[src/rtl/mcell_pkg.sv]
// mcell_pkg: shared helpers for the dual-register output cell.
// Assumes single-bit register state.
package mcell_pkg;

    // Update reason carried by each register on a qualified edge
    typedef enum logic [1:0] {
        UPD_NORMAL  = 2'd0,
        UPD_PRESET  = 2'd1,
        UPD_PRELOAD = 2'd2,
        UPD_HOLD    = 2'd3
    } upd_kind_e;

    // Data or toggle next-state rule
    function automatic logic dt_next(input logic cur, input logic term, input logic toggle);
        return toggle ? (cur ^ term) : term;
    endfunction

endpackage

[src/rtl/mcell_reg.sv]
// mcell_reg: one cell register. It picks its clock qualifier, applies the
// data/toggle rule, the shared preset and the test preload, and clears at
// once on its own clear term.
// Assumes every strobe is synchronous to clk and areset is free-running.
module mcell_reg
    import mcell_pkg::*;
#(
    parameter int unsigned IDX  = 0,
    parameter int unsigned SELW = 1
) (
    input  logic            clk,
    input  logic            rst_n,
    input  logic            areset,
    input  logic            pin_clk_en,
    input  logic            pt_clk_en,
    input  logic            use_pin_clk,
    input  logic            toggle,
    input  logic            term,
    input  logic            sync_preset,
    input  logic            preload_en,
    input  logic [SELW-1:0] preload_sel,
    input  logic            preload_data,
    output logic            q
);

    logic      tick;
    logic      hit;
    upd_kind_e kind;
    logic      nxt;

    // Choose the clock qualifier for this register
    assign tick = use_pin_clk ? pin_clk_en : pt_clk_en;
    assign hit  = (preload_sel == SELW'(IDX));

    // Classify the edge: preload over preset over data/toggle
    always_comb begin
        if (preload_en)       kind = hit ? UPD_PRELOAD : UPD_HOLD;
        else if (sync_preset) kind = UPD_PRESET;
        else                  kind = UPD_NORMAL;
    end

    // Value loaded for each kind of edge
    always_comb begin
        unique case (kind)
            UPD_PRELOAD: nxt = preload_data;
            UPD_PRESET:  nxt = 1'b1;
            UPD_HOLD:    nxt = q;
            default:     nxt = dt_next(q, term, toggle);
        endcase
    end

    // State: immediate clear, then power-up clear, then qualified update
    always_ff @(posedge clk or posedge areset) begin
        if (areset)      q <= 1'b0;
        else if (!rst_n) q <= 1'b0;
        else if (tick)   q <= nxt;
    end

endmodule

[src/rtl/mcell_pad.sv]
// mcell_pad: pad value selection and polarity. Register 0 or sum term 0
// drives the pad, XOR the polarity bit. The enable passes straight through.
// Assumes purely combinational use.
module mcell_pad (
    input  logic q0,
    input  logic term0,
    input  logic bypass,
    input  logic invert,
    input  logic oe_term,
    output logic pad_data,
    output logic pad_en
);

    logic src;

    // Pick the pad source
    assign src = bypass ? term0 : q0;

    // Apply polarity and the enable
    always_comb begin
        pad_data = src ^ invert;
        pad_en   = oe_term;
    end

endmodule

[src/rtl/dualreg_macrocell.sv]
// dualreg_macrocell: output logic cell with NREG state registers, each with
// its own data/toggle and clock-source choice, feeding back separately.
// Register 0 (or sum term 0) drives the pad.
// Assumes inputs change away from the clk edge.
module dualreg_macrocell #(
    parameter int unsigned NREG = 2,
    localparam int unsigned SELW = (NREG > 1) ? $clog2(NREG) : 1
) (
    input  logic            clk,
    input  logic            rst_n,
    input  logic            pin_clk_en,
    input  logic [NREG-1:0] pt_clk_en,
    input  logic [NREG-1:0] sum_term,
    input  logic [NREG-1:0] areset,
    input  logic            sync_preset,
    input  logic            oe_term,
    input  logic [NREG-1:0] cfg_toggle,
    input  logic [NREG-1:0] cfg_pin_clk,
    input  logic            cfg_invert,
    input  logic            cfg_bypass,
    input  logic            preload_en,
    input  logic [SELW-1:0] preload_sel,
    input  logic            preload_data,
    output logic            pad_data,
    output logic            pad_en,
    output logic [NREG-1:0] fb
);

    logic [NREG-1:0] q;

    // One register per slot
    for (genvar g = 0; g < NREG; g++) begin : g_reg
        mcell_reg #(.IDX(g), .SELW(SELW)) u_reg (
            .clk          (clk),
            .rst_n        (rst_n),
            .areset       (areset[g]),
            .pin_clk_en   (pin_clk_en),
            .pt_clk_en    (pt_clk_en[g]),
            .use_pin_clk  (cfg_pin_clk[g]),
            .toggle       (cfg_toggle[g]),
            .term         (sum_term[g]),
            .sync_preset  (sync_preset),
            .preload_en   (preload_en),
            .preload_sel  (preload_sel),
            .preload_data (preload_data),
            .q            (q[g])
        );
    end

    // Pad drive from register 0
    mcell_pad u_pad (
        .q0       (q[0]),
        .term0    (sum_term[0]),
        .bypass   (cfg_bypass),
        .invert   (cfg_invert),
        .oe_term  (oe_term),
        .pad_data (pad_data),
        .pad_en   (pad_en)
    );

    // Raw state to the array
    assign fb = q;

endmodule

[config.mk]
export PLATFORM = sky130hd
export DESIGN_NAME = dualreg_macrocell
export DESIGN_NICKNAME = d
export VERILOG_FILES = /design/src/rtl/mcell_pkg.sv /design/src/rtl/mcell_reg.sv /design/src/rtl/mcell_pad.sv /design/src/rtl/dualreg_macrocell.sv
export SDC_FILE = /design/constraint.sdc
export NUM_CORES = 1
export LEC_CHECK = 0
export BUFFER_PORTS_ARGS = -buffer_cell sky130_fd_sc_hd__buf_2
export CORE_AREA = 3 3 40 42
export DETAILED_ROUTE_END_ITERATION = 16
export DIE_AREA = 0 0 43 45
export HOLD_SLACK_MARGIN = 0.06
export PLACE_DENSITY = 0.53
export SLEW_MARGIN = 20
export SYNTH_ARGS = -nofsm -noshare
export SYNTH_HDL_FRONTEND = slang
export SYNTH_SLANG_ARGS = --single-unit
[constraint.sdc]
create_clock -name clk -period 3.5 [get_ports clk]
set_input_delay 0.7 -clock clk [delete_from_list [all_inputs] [get_ports clk]]
set_output_delay 0.7 -clock clk [all_outputs]
set_load 0.02 [all_outputs]
==> results.yml <==
placement:
  place.gp.congestion: 0.6385
  numPortBuffers: 21
layout:
  syn_to_final_growth_pct: 50.25
  fin_nets: 70
  filler_cell_count: 153
  drive_gt1_share_pct: 56.25
  largest_register: "g.u_reg.q"
  largest_reg_flops: 2
  reg_top3: "g.u_reg.q x2"
  antenna_cells: 0
critical_path:
  worst_ep_required_time_ns: 2.80
  cp_cell_sequence: "buf_2 -> mux2i_1 -> xnor2_1 -> buf_2"
  arrival_ns: 1.35
  slowest_delay_ns: 0.22
  crit_top_cell: "buf_2"
  critPathTopFamily: "buffers and inverters"
  cp_max_fo: 1
  crit_buf_inv: 2
  crit_type: "input pin to primary output"
  ff2ff_setup_slack_ns: 2.35
  end_kind: "primary output"
  start_kind: "input pin"
  crit_slowest_cell: "mux2i_1"
timing:
  min_period_over_period_pct: 58.49
  fmax_mhz: 488.5
  final_hold_viol_count: 0
  worst_pin_slew_ns: 0.3313
  post-route-min-period_ns: 2.047
  relSlewSlack_pct: 77.91
  finClkSkew_ns: 0
  finalSetupViolCount: 0
  tns_ns: 0
  final-max-slew-violation-count: 0
  grt_setup_unrepaired: "false"
grt:
  grt_max_degree: 7
  grt_overflow: 0
  grt_pass1_vias: 267
  grt_pass1_wl_um: 1035
  grtUsageTotal_pct: 7.410
  antenna_found_initial: 0
logic_synthesis:
  synth.ff_latch_count: 2
  synth_nets: 47
  synth_cells: 27
  synth_seq_area_share_pct: 20.30
  ys_types: 18
  netlist_area_um2: 246.5
  synth_warnings: 0
  syn_area_per_cell_um2: 9.129
floorplanning:
  die_width_um: 43
  design.core.area_um2: 1285
  dieArea_um2: 1935
  initial_core_util_pct: 19.18
  die_h_um: 45
  row_count: 13
  ios: 24
pwr:
  vdd_drop_max_mv: 0.1406
  power.density_nw_per_um2: 311.1
  p_leak_nw: 0.2125
  power_uw: 115.2
routing:
  drcViolationCount: 0
  viasPerCell: 4.302
  drt-total-wl_um: 629
  firstDrtPassIters: 4
  vias: 271
  ant_nets: 0
  drt_iter0_markers: 1
  wl_per_cell_um: 9.984
cts:
  cts_made_buffers: 3
  cts_root_buffer: "clkbuf_4"
  cts_setup_buffers: 0
  cts_sinks: 2
  cts_resized: 0
  cts_buffer_depth: 2
  postCtsHoldBufs: 0
  path_clk_slew_ns: 0.03
  cts_tree: "built"
  insertion_delay_ns: 0.22
  h-tree-depth: 1
run:
  max-cap-violations: 0
status:
  status: "completed"
hold_path:
  hold_path.class: "input pin to async pin"
where the power goes:
part | switching [mW] | internal [mW]
registers | 0.00208 | 0.0253
clock network | 0.0124 | 0.0378
logic | 0.0181 | 0.0195
Yosys cell counts:
cell type | n | area share (%)
a32o_1 | 1 | 4.1
xnor2_1 | 1 | 3.6
a21boi_0 | 1 | 3.0
inv_1 | 3 | 4.6
a211o_1 | 1 | 3.6
nand2b_1 | 1 | 2.5
nand3_1 | 2 | 4.1
a21o_1 | 2 | 6.1
a211oi_1 | 1 | 3.0
dfrtp_1 | 2 | 20
mux2i_1 | 3 | 12
a21o_2 | 1 | 3.6
and2b_4 | 1 | 4.1
and2b_1 | 1 | 3.0
o211ai_1 | 1 | 3.0
a221oi_1 | 1 | 3.6
o41ai_2 | 1 | 6.6
buf_4 | 3 | 9.1
cells by family after synthesis:
kind of cell / Yosys count / share of synthesized area (%)
compound gates: 10 / 36.55
xor+xnor: 1 / 3.554
buf+inv: 6 / 13.70
flops: 2 / 20.31
mux: 3 / 12.18
simple gates: 5 / 13.71
placed cells by master (no fill, tap or decap):
cell / instances
a211o_1: 1
a211oi_1: 1
a21boi_0: 1
a21o_1: 2
a21o_2: 1
a221oi_1: 1
a32o_1: 1
and2b_1: 1
and2b_4: 1
buf_2: 21
clkbuf_4: 3
dfrtp_1: 2
inv_1: 3
mux2i_1: 3
nand2b_1: 1
nand3_1: 2
o211ai_1: 1
o41ai_2: 1
xnor2_1: 1
worst reg2reg max path: cells and delay by family, from the launching register on:
kind	cells	cell delay (ns)
DFF	1	0.41
AOI/OAI and AO/OA	3	0.62
final timing paths:
check	from	endpoint	depth (start not counted)
setup reg to reg	g_reg[0].u_reg.q	g_reg[0].u_reg.q	3
max in group asynchronous	areset[0]	g_reg[0].u_reg.q	2
setup / recovery	cfg_bypass	pad_data	4
hold reg to reg	g_reg[1].u_reg.q	g_reg[1].u_reg.q	2
hold / removal	areset[1]	g_reg[1].u_reg.q	2
min in group clk	g_reg[1].u_reg.q	g_reg[1].u_reg.q	2
area by class of cell:
cell class                      count  area (um^2)  area share [%]
Timing Repair Buffer               21        105.1           28.38
Clock buffer                        3        22.52           6.081
Inverter                            3        11.26           3.041
Sequential cell                     2        50.05           13.51
Multi-Input combinational cell     19        162.7           43.92
Tap cell                           15        18.77           5.068
per-stage QoR:
stage                     setup WS [ns]  util [%]  instance area (um^2)  cells  hold slack, ns
after detailed placement          1.448     27.07                 347.8     60          0.5358
after CTS                         1.448     28.82                 370.4     63          0.2932
after global routing              1.415     28.82                 370.4     63          0.2947
after floorplan                   1.604         -                 246.5     27          0.4287
final                             1.453     28.82                 370.4     63          0.3025
after global placement            1.521     27.07                 347.8     60          0.5365
layer usage:
metal	routed length (um)	share of wire, %	up-vias	GRT usage, %
li1	-	-	145	-
met1	271	43	113	8.434
met2	297	47	13	11.08
met3	61	9.7	0	3.187
met4	0	0	0	5.422
met5	0	0	-	0
(Power assumes the default switching activity.)
